## src/rtl/edo_pkg.sv

```systemverilog
package edo_pkg;

   typedef enum logic [2:0] {
      ST_IDLE,
      ST_ROWSET,
      ST_RCD,
      ST_COLSET,
      ST_CASLO,
      ST_CASPRE,
      ST_PAGE,
      ST_PRE
   } edo_state_e;

   function automatic int edo_max(input int a, input int b);
      return (a > b) ? a : b;
   endfunction

endpackage

```

## src/rtl/edo_addr_split.sv

```systemverilog
module edo_addr_split #(
   parameter int ROW_W = 10,
   parameter int COL_W = 9
) (
   input  logic [ROW_W+COL_W-1:0] addr,
   output logic [ROW_W-1:0]       row,
   output logic [COL_W-1:0]       col
);
   assign row = addr[ROW_W+COL_W-1:COL_W];
   assign col = addr[COL_W-1:0];
endmodule

```

## src/rtl/edo_phase_timer.sv

```systemverilog
module edo_phase_timer #(
   parameter int W = 4
) (
   input  logic         clk,
   input  logic         rst_n,
   input  logic         load,
   input  logic [W-1:0] load_val,
   output logic         done
);
   logic [W-1:0] cnt;

   always_ff @(posedge clk or negedge rst_n) begin
      if (!rst_n)
         cnt <= '0;
      else if (load)
         cnt <= load_val - W'(1);
      else if (cnt != '0)
         cnt <= cnt - W'(1);
   end

   assign done = (cnt == '0);
endmodule

```

## src/rtl/edo_ras_age.sv

```systemverilog
module edo_ras_age #(
   parameter int W = 8
) (
   input  logic         clk,
   input  logic         rst_n,
   input  logic         start,
   input  logic         run,
   output logic [W-1:0] age
);
   always_ff @(posedge clk or negedge rst_n) begin
      if (!rst_n)
         age <= '0;
      else if (start)
         age <= W'(1);
      else if (!run)
         age <= '0;
      else if (age != '1)
         age <= age + W'(1);
   end
endmodule

```

## src/rtl/edo_dram_ctrl.sv

```systemverilog
module edo_dram_ctrl
   import edo_pkg::*;
#(
   parameter int ROW_W     = 10,
   parameter int COL_W     = 9,
   parameter int DATA_W    = 16,
   parameter int T_RCD     = 2,
   parameter int T_CAS     = 2,
   parameter int T_CP      = 1,
   parameter int T_RP      = 3,
   parameter int T_RAS_MIN = 8,
   parameter int T_RAS_MAX = 400,
   parameter int T_ACC     = 3
) (
   input  logic                   clk,
   input  logic                   rst_n,
   input  logic                   req_valid,
   output logic                   req_ready,
   input  logic [ROW_W+COL_W-1:0] req_addr,
   input  logic                   req_write,
   input  logic                   req_rmw,
   input  logic [1:0]             req_be,
   input  logic [DATA_W-1:0]      req_wdata,
   output logic                   rd_valid,
   output logic [DATA_W-1:0]      rd_data,
   output logic                   dram_ras_n,
   output logic                   dram_ucas_n,
   output logic                   dram_lcas_n,
   output logic                   dram_we_n,
   output logic                   dram_oe_n,
   output logic [edo_max(ROW_W,COL_W)-1:0] dram_addr,
   output logic [DATA_W-1:0]      dram_dq_out,
   output logic                   dram_dq_oe,
   input  logic [DATA_W-1:0]      dram_dq_in
);
   localparam int DA_W       = edo_max(ROW_W, COL_W);
   localparam int LANE_W     = DATA_W / 2;
   localparam int T_CRD      = edo_max(T_CAS, T_ACC);
   localparam int COL_BUDGET = 2 * (1 + T_CRD + T_CP);
   localparam int TMAX       = edo_max(edo_max(T_RCD, T_CRD), edo_max(T_CP, T_RP));
   localparam int TW         = $clog2(TMAX + 1) + 1;
   localparam int AGE_W      = $clog2(T_RAS_MAX + COL_BUDGET + 1) + 1;

   // elaboration-time parameter checks
   if (DATA_W < 2 || (DATA_W % 2) != 0)
      $error("DATA_W must be even and at least 2");
   if (T_RCD < 1 || T_CAS < 1 || T_CP < 1 || T_RP < 1 || T_ACC < 1 || T_RAS_MIN < 1)
      $error("every timing count must be at least one cycle");
   if (T_RAS_MAX < T_RCD + T_RAS_MIN + COL_BUDGET)
      $error("T_RAS_MAX leaves no room for one full column cycle");

   edo_state_e state, nxt;

   logic [ROW_W-1:0]  req_row, open_row;
   logic [COL_W-1:0]  req_col, col_q;
   logic [1:0]        be_q;
   logic [DATA_W-1:0] wdata_q, rd_q, lane_mask;
   logic              wr_q, rmw_q, second_q, rd_valid_q;
   logic              t_load, t_done;
   logic [TW-1:0]     t_val;
   logic [AGE_W-1:0]  age;
   logic              hit, expire, old_enough, accept, wr_phase, close_req;
   logic [1:0]        cas_n;

   edo_addr_split #(.ROW_W(ROW_W), .COL_W(COL_W)) u_split (
      .addr (req_addr),
      .row  (req_row),
      .col  (req_col)
   );

   edo_phase_timer #(.W(TW)) u_timer (
      .clk      (clk),
      .rst_n    (rst_n),
      .load     (t_load),
      .load_val (t_val),
      .done     (t_done)
   );

   edo_ras_age #(.W(AGE_W)) u_age (
      .clk   (clk),
      .rst_n (rst_n),
      .start (state == ST_ROWSET && t_done),
      .run   (!dram_ras_n),
      .age   (age)
   );

   assign hit        = (req_row == open_row);
   assign expire     = (age > AGE_W'(T_RAS_MAX - COL_BUDGET));
   assign old_enough = (age >= AGE_W'(T_RAS_MIN));
   assign req_ready  = (state == ST_IDLE) || (state == ST_PAGE && hit && !expire);
   assign accept     = req_valid && req_ready;
   assign wr_phase   = rmw_q ? second_q : wr_q;
   assign close_req  = expire || (req_valid && !hit);

   always_comb begin
      nxt    = state;
      t_load = 1'b0;
      t_val  = TW'(1);
      unique case (state)
         ST_IDLE:   if (accept) begin nxt = ST_ROWSET; t_load = 1'b1; end
         ST_ROWSET: if (t_done) begin nxt = ST_RCD; t_load = 1'b1; t_val = TW'(T_RCD); end
         ST_RCD:    if (t_done) begin nxt = ST_COLSET; t_load = 1'b1; end
         ST_COLSET: if (t_done) begin
            nxt    = ST_CASLO;
            t_load = 1'b1;
            t_val  = wr_phase ? TW'(T_CAS) : TW'(T_CRD);
         end
         ST_CASLO:  if (t_done) begin nxt = ST_CASPRE; t_load = 1'b1; t_val = TW'(T_CP); end
         ST_CASPRE: if (t_done) begin
            if (rmw_q && !second_q) begin nxt = ST_COLSET; t_load = 1'b1; end
            else nxt = ST_PAGE;
         end
         ST_PAGE: begin
            if (accept) begin
               nxt = ST_COLSET; t_load = 1'b1;
            end else if (close_req && old_enough) begin
               nxt = ST_PRE; t_load = 1'b1; t_val = TW'(T_RP);
            end
         end
         ST_PRE:    if (t_done) nxt = ST_IDLE;
         default:   nxt = ST_IDLE;
      endcase
   end

   for (genvar g = 0; g < 2; g++) begin : g_lane
      assign cas_n[g] = !(state == ST_CASLO && be_q[g]);
      assign lane_mask[g*LANE_W +: LANE_W] = {LANE_W{be_q[g]}};
   end

   always_ff @(posedge clk or negedge rst_n) begin
      if (!rst_n) begin
         state      <= ST_IDLE;
         open_row   <= '0;
         col_q      <= '0;
         be_q       <= '0;
         wdata_q    <= '0;
         wr_q       <= 1'b0;
         rmw_q      <= 1'b0;
         second_q   <= 1'b0;
         rd_q       <= '0;
         rd_valid_q <= 1'b0;
      end else begin
         state      <= nxt;
         rd_valid_q <= 1'b0;
         if (accept) begin
            open_row <= req_row;
            col_q    <= req_col;
            be_q     <= req_be;
            wdata_q  <= req_wdata;
            wr_q     <= req_write;
            rmw_q    <= req_rmw;
            second_q <= 1'b0;
         end
         if (state == ST_CASPRE && t_done && rmw_q && !second_q)
            second_q <= 1'b1;
         if (state == ST_CASLO && t_done && !wr_phase) begin
            rd_q       <= dram_dq_in & lane_mask;
            rd_valid_q <= 1'b1;
         end
      end
   end

   assign dram_ras_n  = (state inside {ST_IDLE, ST_ROWSET, ST_PRE});
   assign dram_lcas_n = cas_n[0];
   assign dram_ucas_n = cas_n[1];
   assign dram_we_n   = !(wr_phase && (state inside {ST_COLSET, ST_CASLO}));
   assign dram_oe_n   = !(state == ST_CASLO && !wr_phase);
   assign dram_dq_oe  = wr_phase && (state inside {ST_COLSET, ST_CASLO});
   assign dram_dq_out = wdata_q;
   assign dram_addr   = (state inside {ST_IDLE, ST_ROWSET, ST_RCD, ST_PRE})
                        ? DA_W'(open_row) : DA_W'(col_q);
   assign rd_valid    = rd_valid_q;
   assign rd_data     = rd_q;
endmodule

```

## config.mk

```make
export PLATFORM = sky130hd
export DESIGN_NAME = edo_dram_ctrl
export DESIGN_NICKNAME = d
export VERILOG_FILES = /design/src/rtl/edo_pkg.sv /design/src/rtl/edo_addr_split.sv /design/src/rtl/edo_phase_timer.sv /design/src/rtl/edo_ras_age.sv /design/src/rtl/edo_dram_ctrl.sv
export SDC_FILE = /design/constraint.sdc
export NUM_CORES = 1
export LEC_CHECK = 0
export BUFFER_PORTS_ARGS = -buffer_cell sky130_fd_sc_hd__buf_2
export CAP_MARGIN = 30
export CELL_PAD_IN_SITES_DETAIL_PLACEMENT = 1
export CELL_PAD_IN_SITES_GLOBAL_PLACEMENT = 1
export CORE_MARGIN = 5
export CORE_UTILIZATION = 42
export CTS_CLUSTER_SIZE = 16
export DETAILED_ROUTE_END_ITERATION = 10
export GPL_TIMING_DRIVEN = 0
export HOLD_SLACK_MARGIN = 0.15
export PLACE_DENSITY = 0.82
export SLEW_MARGIN = 30
export SYNTH_ARGS = -nofsm -noshare
export SYNTH_HDL_FRONTEND = slang
export SYNTH_SLANG_ARGS = --single-unit
```

## constraint.sdc

```tcl
create_clock -name clk -period 5.35 [get_ports clk]
set_input_delay 0.535 -clock clk [delete_from_list [all_inputs] [get_ports clk]]
set_output_delay 0.535 -clock clk [all_outputs]
set_load 0.02 [all_outputs]
```

# Yosys cells after proc, flatten, opt, wreduce, memory -nomap -nowiden
# Cells that the tools add are included.
word_totals:
  reg_bits: 73
  inputBits: 58
  elab_cells: 106
classes:
  n_eq_ne: 17
  bitwise_logic: 1
  addsub: 3
  muxes: 34
  n_reduce_logical: 37
  n_lt_le_gt_ge: 2
ops:
  columns: ["op", "n"]
  rows:
  - ["10-bit two-way mux", 4]
  - ["3-bit two-way mux", 12]
  - ["3-bit case mux with 8 select lines", 1]
  - ["16-bit AND", 1]
  - ["1-bit logical AND", 16]
  - ["2-bit != test (second input constant)", 7]
  - ["3-bit equality test (second input constant)", 4]
  - ["1-bit two-way mux", 11]
  - ["10-bit by 1-bit adder with 10-bit output (second input constant)", 1]
  - ["10-bit equality test", 1]
  - ["10-bit by 4-bit greater-or-equal comparator with 1-bit output (second input constant)", 1]
  - ["10-bit by 9-bit greater-than comparator with 1-bit output (second input constant)", 1]
  - ["10-bit != test (second input constant)", 1]
  - ["3-bit nonzero test", 3]
  - ["1-bit zero test", 8]
  - ["2-bit two-way mux", 4]
  - ["8-bit AND reduction", 1]
  - ["3-bit by 2-bit equality test with 1-bit output (second input constant)", 2]
  - ["3-bit zero test", 2]
  - ["2-bit case mux with 3 select lines", 1]
  - ["2-bit nonzero test", 3]
  - ["1-bit case mux with 4 select lines", 1]
  - ["4-bit nonzero test", 1]
  - ["4-bit OR reduction", 1]
  - ["other kinds (5)", 6]

# Depth between registers and ports, before layout
# Gate-level depths: netlist of run 1.
logic_depth:
  depth_word: 10
  depth_mapped: 11
  depth_no_buf: 11

# Modules after synthesis
# A second synthesis of run 1 with hierarchy kept.
hier_totals:
  cells_unflattened: 333
  hier_area_um2: 3808.7
modules_own_cells:
  columns: ["mod", "cells_per_inst", "area_each_um2", "seq_area_each_um2", "instances"]
  rows:
  - ["edo_dram_ctrl", 245, 2971.6, 1501.4, 1]
  - ["edo_ras_age", 50, 520.5, 250.2, 1]
  - ["edo_phase_timer", 19, 173.9, 75.1, 1]
  - ["edo_addr_split", 19, 142.6, 0.0, 1]

# Least setup slack after synthesis of run 1
# Ideal clock, no wire load.
synth_timing:
  path_type: "input port to output port"
  from: "input req_addr[12]"
  to: "output req_ready"
  slack_ns: 2.897
  t_arrival_ns: 1.918
  required_ns: 4.815
  cell_stages: 5
  path_cell_list: "xor2_1 nor4_1 nand4_1 or3_4 a21oi_1"
synth_via:
  elab_chain_cells: 4
synth_rtl:
  columns: ["item", "line_no", "rtl"]
  rows:
  - ["from (decl)", "edo_dram_ctrl.sv:19", "input logic [ROW_W+COL_W-1:0] req_addr,"]
  - ["10-bit equality test", "edo_dram_ctrl.sv:87", "assign hit = (req_row == open_row);"]
  - ["1-bit logical AND (2 in a row)", "edo_dram_ctrl.sv:90", "assign req_ready = (state == ST_IDLE) || (state == ST_PAGE && hit && !expire);"]
  - ["1-bit logical OR", "edo_dram_ctrl.sv:90", null]
  - ["to (decl)", "edo_dram_ctrl.sv:18", "output logic req_ready,"]
# Every way passes these cells.

# Final worst setup path of run 1
layout_timing:
  from: "register state[1]"
  to: "output dram_ras_n"
layout_via:
  elab_chain_cells: 2
layout_rtl:
  columns: ["item", "line_no", "rtl"]
  rows:
  - ["from (decl)", "edo_dram_ctrl.sv:52", "edo_state_e state, nxt;"]
  - ["from (signal assigned)", "edo_dram_ctrl.sv:143", "state <= nxt;"]
  - ["3-bit by 1-bit equality test with 1-bit output, or another cell as far along", "edo_dram_ctrl.sv:163", "assign dram_ras_n = (state inside {ST_IDLE, ST_ROWSET, ST_PRE});"]
  - ["3-bit nonzero test (*)", "edo_dram_ctrl.sv:163", null]
  - ["to (decl)", "edo_dram_ctrl.sv:26", "output logic dram_ras_n,"]
# Every way passes the cells marked *; elsewhere a longest branch is shown, timed or not.

==> impl_metrics.env, run 1 <==
export IMPL_drv_cap=0
export IMPL_setup_viol_count_final=0
export IMPL_tns_ns=0
export IMPL_worstPathRequired_ns=4.82
export IMPL_ctsLongestPathBuffers=2
export IMPL_grt_usage_pct=19.47
export IMPL_clkTransAtPathRegs_ns=0.08
export IMPL_status="completed"
export IMPL_ant_nets=0
export IMPL_dp_slack_ns=2.440
export IMPL_mostFrequentLayoutCells="buf_2 (106), dfrtp_1 (73), nand2_1 (46), mux2_2 (38), o21ai_0 (27)"
export IMPL_max_vdd_ir_drop_mv=0.3269
export IMPL_cp_num_buf_inv=4
export IMPL_globalRoute_totalOverflow=0
export IMPL_path_cells="clkbuf_1, or2_2, clkbuf_1, o21ai_0, clkbuf_1, buf_2"
export IMPL_hold_buffers=1
export IMPL_fin_nets=500
export IMPL_crit_top_cell="clkbuf_1"
export IMPL_synth_fp_nets=380
export IMPL_cts_repair_resized=0
export IMPL_place_congestion=0.7933
export IMPL_holdPathEnd="col_q[5]"
export IMPL_synth_ff_type="dfrtp_1"
export IMPL_htreeDepth=3
export IMPL_min_period_over_period_pct=54.20
export IMPL_die_area_mm2=0.01029
export IMPL_vias_per_cell=5.111
export IMPL_worst_slack_ns=2.450
export IMPL_critPathLaunchType="flip-flop"
export IMPL_syn_cell_area_mm2=0.003512
export IMPL_cts_root_buffer="clkbuf_8"
export IMPL_routedWlPerCell_um=17.06
export IMPL_ff2ff_path_depth=8
export IMPL_grt_start_max_net_pins=44
export IMPL_area_growth_pct=27.04
export IMPL_layout_drive_gt1_share_pct=40.54
export IMPL_drt_iter0_markers=50
export IMPL_rrSetupSlack_ns=2.69
export IMPL_tightest_slew_ns=0.9864
export IMPL_routed_wl_um=9368
export IMPL_die_h_um=101.4
export IMPL_hpwl_um=6842
export IMPL_cp_end_kind="primary output"
export IMPL_cpMaxStageDelayCell="clkbuf_1"
export IMPL_syn_avg_cell_area_um2=11.01
export IMPL_ys_warn_count=0
export IMPL_min_path_type="primary input to flip-flop"
export IMPL_start_util_pct=42.96
export IMPL_final_common_cell="buf_2"
export IMPL_fin_total_pwr_mw=2.845
export IMPL_yosysUniqueCellTypes=45
export IMPL_critPathTopFamily="buffers and inverters"
export IMPL_skew_ns=0.008807
export IMPL_power_density_mw_per_mm2=637.6
export IMPL_crit_type="flip-flop to primary output"
export IMPL_crit_fanout=10
export IMPL_r2r_end="open_row[5]"
export IMPL_seq_area_frac_synth_pct=52.01
export IMPL_synth_edf_count=0
export IMPL_cts_tree="built"
export IMPL_stdcell_count=549
export IMPL_rr_startpoint="open_row[1]"
export IMPL_worstHoldStart="req_addr[5]"
export IMPL_numClockSinks=73
export IMPL_cpPeakStageDelay_ns=0.42
export IMPL_placedCellCount=532
export IMPL_antenna_found_initial=1
export IMPL_synthesis_instances=319
export IMPL_postCtsSetupRepairBufs=0
export IMPL_via_count=2806
export IMPL_fin_crit_ns=2.900
export IMPL_fp_dieW_um=101.4
export IMPL_insertion_delay_ns=0.34
export IMPL_antenna_cells=0
export IMPL_relSlewSlack_pct=33.73
export IMPL_grt_pass1_vias=3231
export IMPL_rsz0062_at_grt="false"
export IMPL_p_leak_nw=2.158
export IMPL_synth_seq_cells=73
export IMPL_whs_ns=0.4240
export IMPL_core_area_mm2=0.008175
export IMPL_portBuffers=107
export IMPL_cts_buffers=9
export IMPL_grt_pass1_wl_um=15770
export IMPL_whs_path_depth=2
export IMPL_drtPass1Iterations=4
export IMPL_synthArstFlopShare_pct=100.0
export IMPL_drv_slew=0
export IMPL_ios=108
export IMPL_hold_violations=0
export IMPL_worstPathArrival_ns=2.36
export IMPL_row_count=33
export IMPL_max_freq_ghz=0.3448
export IMPL_drc=0
## through the flow
| step | utilization (%) | instance area [um^2] |
|---|---|---|
| final | 54.58 | 4462 |
| after global routing | 54.58 | 4462 |
| after CTS | 54.58 | 4462 |
| after detailed placement | 51.48 | 4209 |
| after global placement | 51.12 | 4179 |
| after floorplan | - | 3512 |
## report_power, final
group,total (mW),switching [mW],internal [mW]
clock,0.530,0.217,0.313
combinational,1.36,0.792,0.566
sequential,0.957,0.164,0.793
## layout make-up
class                      instances  area, um^2
clock buffer                      10       127.6
timing repair buffer             109       568.0
multi-input combinational        225        1583
clock inverter                     6       115.1
tap                              105       131.4
sequential                        73        1827
buffer                            17       95.09
inverter                           4       15.01
fill                             937        3714
## cells by family after synthesis
family	Yosys count	synth area share (%)
flops	73	52.01
simple gates	105	13.86
compound gates	50	8.729
xor+xnor	16	3.990
fa+ha+maj	3	1.069
buf+inv	21	3.135
mux	51	17.21
## synth_stat cells (4+ instances only)
cell type | instances | area, um^2
a21oi_1 | 6 | 30.03
and3_1 | 4 | 25.02
clkbuf_1 | 11 | 41.29
dfrtp_1 | 73 | 1827
inv_1 | 4 | 15.01
mux2_2 | 38 | 427.9
mux2_4 | 9 | 135.1
nand2_1 | 46 | 172.7
nand3_1 | 6 | 30.03
nor2_1 | 20 | 75.07
nor3_1 | 7 | 35.03
o21ai_0 | 27 | 135.1
xor2_1 | 13 | 113.9
## routing by layer
layer | routed length [um] | GRT usage, % | share of wire, %
met1 | 3860 | 23.01 | 41
met2 | 4922 | 33.95 | 53
met3 | 458 | 6.129 | 4.9
met4 | 115 | 5.726 | 1.2
met5 | 11 | 0 | 0.12
## how the worst max path moves through the flow
stage | end | slack (ns) | depth (start not counted) | start
floorplan | req_ready | 2.90 | 5 | req_addr[12]
global placement | open_row[5] | 2.46 | 9 | req_addr[12]
detailed placement | open_row[5] | 2.44 | 9 | req_addr[12]
CTS | dram_addr[2] | 2.43 | 5 | state[1]
global route | dram_ras_n | 2.22 | 6 | state[1]
finish | dram_ras_n | 2.45 | 6 | state[1]
## registers in the layout (all words and copies together), names as in the netlist
signal	flops
be_q	2
col_q	9
dram_dq_out	16
open_row	10
rd_data	16
rd_valid	1
rmw_q	1
second_q	1
state	3
u_age.age	10
u_timer.cnt	3
wr_q	1
Power figures use the tool's default switching activity.
==> run 2, diff against run 1 <==
--- a/config.mk
+++ b/config.mk
@@ -10,12 +10,12 @@
 export CELL_PAD_IN_SITES_DETAIL_PLACEMENT = 1
 export CELL_PAD_IN_SITES_GLOBAL_PLACEMENT = 1
 export CORE_MARGIN = 5
-export CORE_UTILIZATION = 42
+export CORE_UTILIZATION = 35
 export CTS_CLUSTER_SIZE = 16
 export DETAILED_ROUTE_END_ITERATION = 10
 export GPL_TIMING_DRIVEN = 0
 export HOLD_SLACK_MARGIN = 0.15
-export PLACE_DENSITY = 0.82
+export PLACE_DENSITY = 0.72
 export SLEW_MARGIN = 30
 export SYNTH_ARGS = -nofsm -noshare
 export SYNTH_HDL_FRONTEND = slang
==> constraint.sdc (replaced) <==
create_clock -name clk -period 2.61 [get_ports clk]
set_input_delay 0.261 -clock clk [delete_from_list [all_inputs] [get_ports clk]]
set_output_delay 0.261 -clock clk [all_outputs]
set_load 0.02 [all_outputs]
==> impl_metrics.env, run 2 (synthesis results as in run 1) <==
export IMPL_ant_nets=0
export IMPL_path_cells="xor2_1, nor4_2, nand4_1, or3_4, a21oi_1, buf_2"
export IMPL_status="completed"
export IMPL_tightest_slew_ns=0.6099
export IMPL_cp_end_kind="primary output"
export IMPL_whs_path_depth=3
export IMPL_p_clk_share_pct=20.0
export IMPL_whs_ns=0.1642
export IMPL_vias_per_cell=4.863
export IMPL_clkTransAtPathRegs_ns=0.08
export IMPL_p_leak_nw=2.299
export IMPL_min_period_over_period_pct=95.93
export IMPL_crit_fanout=4
export IMPL_place_congestion=0.7827
export IMPL_htreeDepth=3
export IMPL_seqPwrFrac_pct=33.0
export IMPL_worstHoldStart="dram_dq_in[13]"
export IMPL_hold_violations=0
export IMPL_skew_ns=0.01292
export IMPL_swShare_pct=39.87
export IMPL_drtPass1Iterations=4
export IMPL_grt_usage_pct=16.68
export IMPL_mostFrequentLayoutCells="buf_2 (106), dfrtp_1 (73), nand2_1 (46), mux2_2 (38), o21ai_0 (27)"
export IMPL_crit_type="flip-flop to primary output"
export IMPL_relSlewSlack_pct=58.29
export IMPL_ff2ff_path_depth=8
export IMPL_combPwrFrac_pct=47.0
export IMPL_antenna_found_initial=0
export IMPL_grt_pass1_wl_um=15810
export IMPL_grt_pass1_vias=3215
export IMPL_rsz0062_at_grt="false"
export IMPL_r2r_end="open_row[5]"
export IMPL_cts_buffers=9
export IMPL_hpwl_um=7165
export IMPL_core_area_mm2=0.009774
export IMPL_die_h_um=110.2
export IMPL_worstPathArrival_ns=2.24
export IMPL_layout_drive_gt1_share_pct=40.47
export IMPL_die_area_mm2=0.01214
export IMPL_insertion_delay_ns=0.34
export IMPL_fin_nets=523
export IMPL_max_vdd_ir_drop_mv=0.7463
export IMPL_numClockSinks=73
export IMPL_rr_startpoint="open_row[3]"
export IMPL_rrSetupSlack_ns=0.14
export IMPL_final_common_cell="buf_2"
export IMPL_drv_cap=0
export IMPL_critPathLaunchType="flip-flop"
export IMPL_worstPathRequired_ns=2.35
export IMPL_min_path_type="primary input to flip-flop"
export IMPL_grt_start_max_net_pins=50
export IMPL_power_switching_mw=2.397
export IMPL_cts_root_buffer="clkbuf_8"
export IMPL_ctsLongestPathBuffers=2
export IMPL_setup_viol_count_final=0
export IMPL_holdPathEnd="rd_data[13]"
export IMPL_cts_tree="built"
export IMPL_critPathTopFamily="simple AND/OR/NAND/NOR gates"
export IMPL_area_growth_pct=36.91
export IMPL_fp_dieW_um=110.2
export IMPL_ios=108
export IMPL_via_count=2918
export IMPL_routed_wl_um=9714
export IMPL_drc=0
export IMPL_drv_slew=0
export IMPL_tns_ns=0
export IMPL_fin_crit_ns=2.504
export IMPL_drt_iter0_markers=75
export IMPL_globalRoute_totalOverflow=0
export IMPL_max_freq_ghz=0.3994
export IMPL_cpMaxStageDelayCell="or3_4"
export IMPL_antenna_cells=0
export IMPL_final_core_util_pct=49.19
export IMPL_power_density_mw_per_mm2=1250
export IMPL_start_util_pct=35.93
export IMPL_row_count=36
export IMPL_cpPeakStageDelay_ns=0.48
export IMPL_routedWlPerCell_um=16.19
export IMPL_p_int_mw=3.614
export IMPL_portBuffers=107
export IMPL_cp_num_buf_inv=1
==> run 2: cell count changes in the layout (fill, tap and decap cells not counted), moves of 2 or more <==
cell / before / now
dlygate4sd3_1: 1 / 23
clkbuf_1: 12 / 7
buf_4: 3 / 6
clkbuf_2: 0 / 2
clkbuf_8: 9 / 11
==> run 2: worst max path at each step <==
stage / start / end / slack (ns) / depth (start not counted)
global placement: open_row[3] / open_row[5] / 0.01 / 8
CTS: open_row[3] / open_row[5] / 0.02 / 8
finish: open_row[3] / req_ready / 0.11 / 6
detailed placement: state[1] / u_timer.cnt[2] / -0.04 / 10
global route: open_row[3] / req_ready / 0.003 / 6
floorplan: open_row[9] / open_row[5] / 0.33 / 8
==> run 2: per-stage QoR <==
| step | instances | setup slack (ns) | total power, mW | instance area (um^2) |
|---|---|---|---|---|
| 2_1_floorplan | 319 | 0.3315 | 3.834 | 3512 |
| 3_3_place_gp | 559 | 0.01403 | 4.640 | 4214 |
| 3_5_place_dp | 560 | -0.03885 | 4.778 | 4252 |
| 4_1_cts | 599 | 0.01509 | 6.070 | 4776 |
| 5_1_grt | 600 | 0.003024 | 6.426 | 4808 |
| 6_report | 600 | 0.1062 | 6.011 | 4808 |
==> run 2: area by class of cell <==
type | count | area (um^2)
Fill cell | 1129 | 4966
Sequential cell | 73 | 1827
Multi-Input combinational cell | 225 | 1612
Timing Repair Buffer | 134 | 818.3
Tap cell | 133 | 166.4
Clock buffer | 11 | 151.4
Clock inverter | 5 | 125.1
Buffer | 15 | 93.84
Inverter | 4 | 15.01
==> run 2: power by group through the flow <==
stage	clock [mW]	combinational, mW	sequential, mW
final	1.20	2.83	1.98
after global routing	1.28	3.09	2.05
after CTS	1.23	2.88	1.96
after detailed placement	0	2.80	1.98
after global placement	0	2.70	1.94
after floorplan	0	1.64	2.19
==> run 2: metal layers <==
layer / vias to the layer above / routed length, um / GRT usage [%]
met5: - / 0 / 0
met4: 0 / 161 / 5.365
met3: 13 / 419 / 3.494
met2: 67 / 5240 / 30.76
met1: 1445 / 3893 / 19.18
li1: 1393 / - / -
==> run 2: timing repair <==
item                                   4_1_cts  5_1_grt
pin swaps                                    1        3
cloned                                       0        0
hold buffers                                22        1
buffers inserted                             1        2
gates resized for setup                      4        3
endpoints found under the hold margin       45        1
setup endpoints to repair                   12       14
==> run 2: worst reg2reg max path, delay by kind of cell (launching register included) <==
family | cells | cell delay, ns
AND/OR/NAND/NOR | 3 | 0.96
AO/OA/AOI/OAI | 1 | 0.18
buffers and inverters | 2 | 0.27
XOR/XNOR | 1 | 0.16
flip-flops | 1 | 0.42
multiplexers | 1 | 0.34
